<file path="src/rtl/word_disp_pkg.sv">
package word_disp_pkg;

    localparam int ST_W  = 3;
    localparam int SEG_W = 7;

    // Segment order {g,f,e,d,c,b,a}, active high
    localparam logic [SEG_W-1:0] GLYPH_H     = 7'b1110110;
    localparam logic [SEG_W-1:0] GLYPH_E     = 7'b1111001;
    localparam logic [SEG_W-1:0] GLYPH_L     = 7'b0111000;
    localparam logic [SEG_W-1:0] GLYPH_O     = 7'b0111111;
    localparam logic [SEG_W-1:0] GLYPH_BLANK = 7'b0000000;

    typedef struct packed {
        logic [ST_W-1:0] pos;
    } seq_regs_t;

endpackage

</file>
<file path="src/rtl/wd_step.sv">
module wd_step #(
    parameter int ST_W    = 3,
    parameter int LAST_ST = 4
) (
    input  logic [ST_W-1:0] cur_i,
    input  logic            rst_i,
    input  logic            step_en_i,
    output logic [ST_W-1:0] nxt_o
);

    localparam logic [ST_W-1:0] FIRST = '0;
    localparam logic [ST_W-1:0] LAST  = ST_W'(LAST_ST);

    always_comb begin
        nxt_o = cur_i;
        if (rst_i) begin
            nxt_o = FIRST;
        end else if (step_en_i) begin
            if (cur_i < LAST) begin
                nxt_o = cur_i + ST_W'(1);
            end else begin
                // last letter wraps; unused codes recover to the first letter
                nxt_o = FIRST;
            end
        end
    end

endmodule

</file>
<file path="src/rtl/wd_glyph.sv">
module wd_glyph
    import word_disp_pkg::*;
#(
    parameter int ST_W = 3
) (
    input  logic [ST_W-1:0]  pos_i,
    output logic [SEG_W-1:0] seg_o
);

    always_comb begin
        case (pos_i)
            ST_W'(0): seg_o = GLYPH_H;
            ST_W'(1): seg_o = GLYPH_E;
            ST_W'(2): seg_o = GLYPH_L;
            ST_W'(3): seg_o = GLYPH_L;
            ST_W'(4): seg_o = GLYPH_O;
            default:  seg_o = GLYPH_BLANK;
        endcase
    end

endmodule

</file>
<file path="src/rtl/word_disp_seq.sv">
module word_disp_seq
    import word_disp_pkg::*;
#(
    parameter int LAST_ST = 4
) (
    input  logic             clk_i,
    input  logic             rst_i,
    input  logic             step_en_i,
    output logic [SEG_W-1:0] seg_o,
    output logic [ST_W-1:0]  state_o
);

    seq_regs_t regs_d, regs_q;
    logic [ST_W-1:0] pos_nxt;

    wd_step #(
        .ST_W   (ST_W),
        .LAST_ST(LAST_ST)
    ) i_step (
        .cur_i    (regs_q.pos),
        .rst_i    (rst_i),
        .step_en_i(step_en_i),
        .nxt_o    (pos_nxt)
    );

    always_comb begin
        regs_d     = regs_q;
        regs_d.pos = pos_nxt;
    end

    always_ff @(posedge clk_i) begin
        regs_q <= regs_d;
    end

    wd_glyph #(
        .ST_W(ST_W)
    ) i_glyph (
        .pos_i(regs_q.pos),
        .seg_o(seg_o)
    );

    assign state_o = regs_q.pos;


    reset_to_first_chk: assert property (@(posedge clk_i)
        rst_i |=> (state_o == '0 && seg_o == GLYPH_H));


    hold_when_idle_chk: assert property (@(posedge clk_i) disable iff (rst_i)
        !step_en_i |=> ($stable(state_o) && $stable(seg_o)));


    advance_one_chk: assert property (@(posedge clk_i) disable iff (rst_i)
        (step_en_i && state_o < ST_W'(LAST_ST)) |=> state_o == $past(state_o) + ST_W'(1));


    wrap_to_first_chk: assert property (@(posedge clk_i) disable iff (rst_i)
        (step_en_i && state_o == ST_W'(LAST_ST)) |=> state_o == '0);


    glyph_lit_chk: assert property (@(posedge clk_i) disable iff (rst_i)
        (state_o <= ST_W'(LAST_ST)) |-> seg_o != GLYPH_BLANK);


    double_letter_chk: assert property (@(posedge clk_i) disable iff (rst_i)
        (state_o == ST_W'(3) && $past(state_o) == ST_W'(2)) |-> $stable(seg_o));

endmodule

</file>
<file path="config.mk">
export PLATFORM = sky130hd
export DESIGN_NAME = word_disp_seq
export DESIGN_NICKNAME = d
export VERILOG_FILES = /design/src/rtl/word_disp_pkg.sv /design/src/rtl/wd_step.sv /design/src/rtl/wd_glyph.sv /design/src/rtl/word_disp_seq.sv
export SDC_FILE = /design/constraint.sdc
export NUM_CORES = 1
export LEC_CHECK = 0
export BUFFER_PORTS_ARGS = -buffer_cell sky130_fd_sc_hd__clkbuf_2
export CAP_MARGIN = 20
export CORE_AREA = 2 2 39 41
export CTS_BUF_LIST = sky130_fd_sc_hd__clkbuf_8 sky130_fd_sc_hd__clkbuf_16
export DETAILED_ROUTE_END_ITERATION = 8
export DIE_AREA = 0 0 41 43
export GPL_ROUTABILITY_DRIVEN = 0
export PLACE_DENSITY = 0.34
export SKIP_CTS_REPAIR_TIMING = 1
export SLEW_MARGIN = 0
export SYNTH_ARGS = -nofsm -noshare
export SYNTH_HDL_FRONTEND = slang
export SYNTH_SLANG_ARGS = --single-unit
export TNS_END_PERCENT = 10
</file>
<file path="constraint.sdc">
create_clock -name clk_i -period 1.4 [get_ports clk_i]
set_clock_uncertainty 0.15 [all_clocks]
set_input_delay 0.28 -clock clk_i [delete_from_list [all_inputs] [get_ports clk_i]]
set_output_delay 0.28 -clock clk_i [all_outputs]
set_load 0.05 [all_outputs]
</file>
======== Yosys cells after proc, flatten, opt, wreduce, memory -nomap -nowiden ========
Index checks and enable logic that the tools add are counted.
storage, ports and cells
  logic and storage cells ................. 11
  output and inout port bits .............. 10
  input port bits ......................... 3
  register bits ........................... 3
operators by class
  reduce and logical (&&, ||, !) cells .... 2
  equal/unequal tests ..................... 4
  muxes and demuxes ....................... 2
  add/sub/neg operators ................... 1
  order comparisons ....................... 1
operators by type and width
  cell                 number
  $pmux 7 s4           1
  $eq 3x2->1 const B   2
  $add 3x1->3 const B  1
  $eq 3x1->1 const B   1
  $eq 3x3->1 const B   1
  $logic_not 3->1      1
  $lt 3x3->1 const B   1
  $mux 3               1
  $reduce_or 2->1      1

======== Depth between registers and ports, before layout ========
  word-level depth ........................ 3
  mapped depth ............................ 4
  depth with buffers taken out ............ 4

======== By module ========
From an unflattened synthesis, not the netlist that was laid out.
unflattened totals
  cell total of the unflattened synthesis .. 21
  area total of the unflattened synthesis .. 185.2 µm²
modules (own cells, without submodules)
  module         area each (µm²)  cells each  sequential area each (µm²)  instances
  wd_step        73.8             10          0.0                         1
  word_disp_seq  60.1             3           60.1                        1
  wd_glyph       51.3             8           0.0                         1

======== Worst setup path after synthesis ========
No wires, ideal clock.
  kind .................................... register to output
  from .................................... reg regs_q[1], in the netlist state_o[1]
  to ...................................... out seg_o[3]
  required time ........................... 970 ps
  slack ................................... -771 ps
  data arrival time ....................... 1741 ps
  cell stages (with the launch flop) ...... 5
  path through ............................ dfxtp_1 inv_1 ha_1 or2b_1 o31a_2
on the way
  cells in the longest elaborated chain, start to end .. 3
  elaborated cells on any way between the ends .. 7
  classes of those cells .................. 4 x eq/ne; 1 x mux; 2 x reduce/logical
RTL lines
  what                       RTL line             RTL
  start: declaration         word_disp_seq.sv:13  seq_regs_t regs_d, regs_q;
  start signal: assignment   word_disp_seq.sv:32  regs_q <= regs_d;
  $eq 3x2->1                 wd_glyph.sv:11       case (pos_i)
  $reduce_or 2->1 (no line)  n/a
  $pmux 7 s4 (*)             wd_glyph.sv:11
  end: declaration           word_disp_seq.sv:9   output logic [SEG_W-1:0] seg_o,
Mark *: on every way between the ends. The rest lies on a longest branch, timed or not.

======== Final worst setup path ========
  from .................................... reg regs_q[0], in the netlist state_o[0]
  to ...................................... out seg_o[3]
The elaborated chain is that of the path after synthesis.

==> results.yml <==
finish:
  final_core_util: 0.3110
  layout-drive-gt1-share: 0.7317
  n_antenna_cell: 0
  final_area_um2: 430.4
  largest_register: "state_o"
  syn_to_final_growth_pct: 102.4
  nets: 48
  largest_registers: "state_o (3)"
  largest_reg_flops: 3
drt:
  drt_iter0_markers: 3
  drc: 0
  wl_um: 598
  avgRoutedWirePerCell_um: 10.49
  route.vias.total: 233
  firstDrtPassIters: 2
  antenna_left: 0
  vias_per_cell: 4.088
logic_synthesis:
  yosysSeqAreaShare: 0.2824
  netlist_area_um2: 212.7
  synthTopCellsByCount: "dfxtp_1 (3), ha_1 (3)"
  synth_nets: 29
  synth_top_flop_cell: "dfxtp_1"
  synth_enable_flop_cells: 0
  synthArstFlopShare: 0
  ys_seq_elements: 3
  syn_avg_cell_area_um2: 9.248
  ys.warnings.count: 0
  synth_top_area_share: 0.2824
  netlist_instances: 23
  synthDistinctLibCells: 14
  synth_area_leaders: "dfxtp_1 (28%), ha_1 (18%), buf_4 (7.1%)"
  yosysTopAreaCell: "dfxtp_1"
sta:
  finalCritPeriodShare: 1.223
  maxSlewHeadroom: 0.8174
  max_freq_ghz: 0.5842
  worst_pin_slew_ns: 0.2750
  layout_min_cycle_time_ns: 1.712
  drv_slew: 0
  hold_viol: 0
  rsz0062_at_grt: "true"
  finalSetupViolations: 7
  worst_slack_ns: -0.3117
critical_path:
  required_ns: 0.97
  cp_top_family: "flip-flops"
  reg2reg_setup_slack_ns: 0.07
  crit_fanout: 3
  slowest_delay_ns: 0.36
  crit_buf_inv: 2
  startpoint_type: "flop"
  cp.arrival_ns: 1.28
  path_cells: "inv_4 > ha_4 > or2b_4 > o31a_4 > buf_8"
  cp-end-kind: "output pin"
  cpMaxStageDelayCell: "dfxtp_4"
  path_class: "flop to output pin"
floorplanning:
  fp.dieArea_um2: 1763
  die_w_um: 41
  pin_count: 13
  core_area_um2: 1384
  initial_utilization: 0.1537
  die_height_um: 43
  core.rowCount: 14
clock_network:
  insertion_delay_ns: 0.21
  clock_path_buffers: 2
  cts_tree: "done"
  clk_pin_slew_worst_paths_ns: 0.03
  cts_buffers: 3
  ctsHtreeMaxLevel: 1
  cts_root_buffer: "clkbuf_8"
  clock-sinks: 3
global_routing:
  overflow: 0
  grt_pass1_wl_um: 897
  grt_pass1_vias: 238
  grt_max_degree: 7
  grt_usage: 0.07908
  antenna_found_initial: 0
power:
  total_power_uw: 533.7
  irDropWorstVdd_v: 0.0005208
  p_leak_nw: 0.1940
  powerDensity_nw_per_um2: 1240
hold_path:
  worstHoldPathType: "primary input to flop"
outcome:
  violations: "negative setup slack"
  status: "finished, violations left"
placed_design:
  pre_cts_slack_ns: -0.1731
  dpl_cell_area_um2: 346.6
  numPortBuffers: 12
run:
  max-cap-violations: 0
==> metal layers <==
metal  track usage  routed length, µm  up-vias
met3       0.03141                 38        0
met2        0.1406                344        9
li1              -                  -      113
met1       0.06051                216      111
met5             0                  0        -
met4       0.06000                  0        0
==> cell usage in the layout (no fill, tap or decap), drive strengths merged <==
master  count
a21oi       2
buf        13
clkbuf      7
dfxtp       3
ha          3
inv         3
mux2        1
nand2b      1
nand3b      2
nor2        1
o31a        1
o31ai       1
or2b        2
or4b        1
==> per-stage QoR <==
stage	TNS, ns	instances	hold WS [ns]
after floorplan	-0.8661	23	0.1894
after global placement	-0.3582	53	0.3404
after detailed placement	-0.4063	53	0.3361
after CTS	-1.826	57	0.1099
after global routing	-1.521	57	0.1270
final	-1.275	57	0.1134
==> power by group <==
part / internal, mW / switching [mW]
registers: 0.0908 / 0.00599
clock network: 0.186 / 0.0540
logic: 0.0770 / 0.119
total: 0.354 / 0.179
==> layout make-up <==
cell class / instances / area [µm²]
fillers: 153 / 953.4
multi-input cells: 15 / 152.6
repair buffers: 17 / 131.4
flip-flops and latches: 3 / 68.82
clock buffers: 3 / 41.29
well taps: 16 / 20.02
inverters: 2 / 12.51
clock inverters: 1 / 3.754
==> cell families after synthesis <==
kind of cell               share of synthesized area
adders and majority gates                     0.1765
and+or+nand+nor                               0.2353
muxes                                        0.05294
buffers and inverters                         0.1235
DFF                                           0.2824
AOI/OAI and AO/OA                             0.1294
==> worst register-to-register path: stages, from the launching register on <==
cell and delay (ns):
dfxtp_2 0.33, buf_4 0.15, or4b_1 0.52, o31ai_1 0.08
==> worst paths after layout <==
kind	endpoint	depth (start not counted)	startpoint
worst max register to register	state_o[0]	3	state_o[2]
worst min-delay path	state_o[2]	2	rst_i
worst max-delay path	seg_o[3]	5	state_o[0]
worst min register to register	state_o[0]	3	state_o[0]
(Power assumes the default switching activity.)
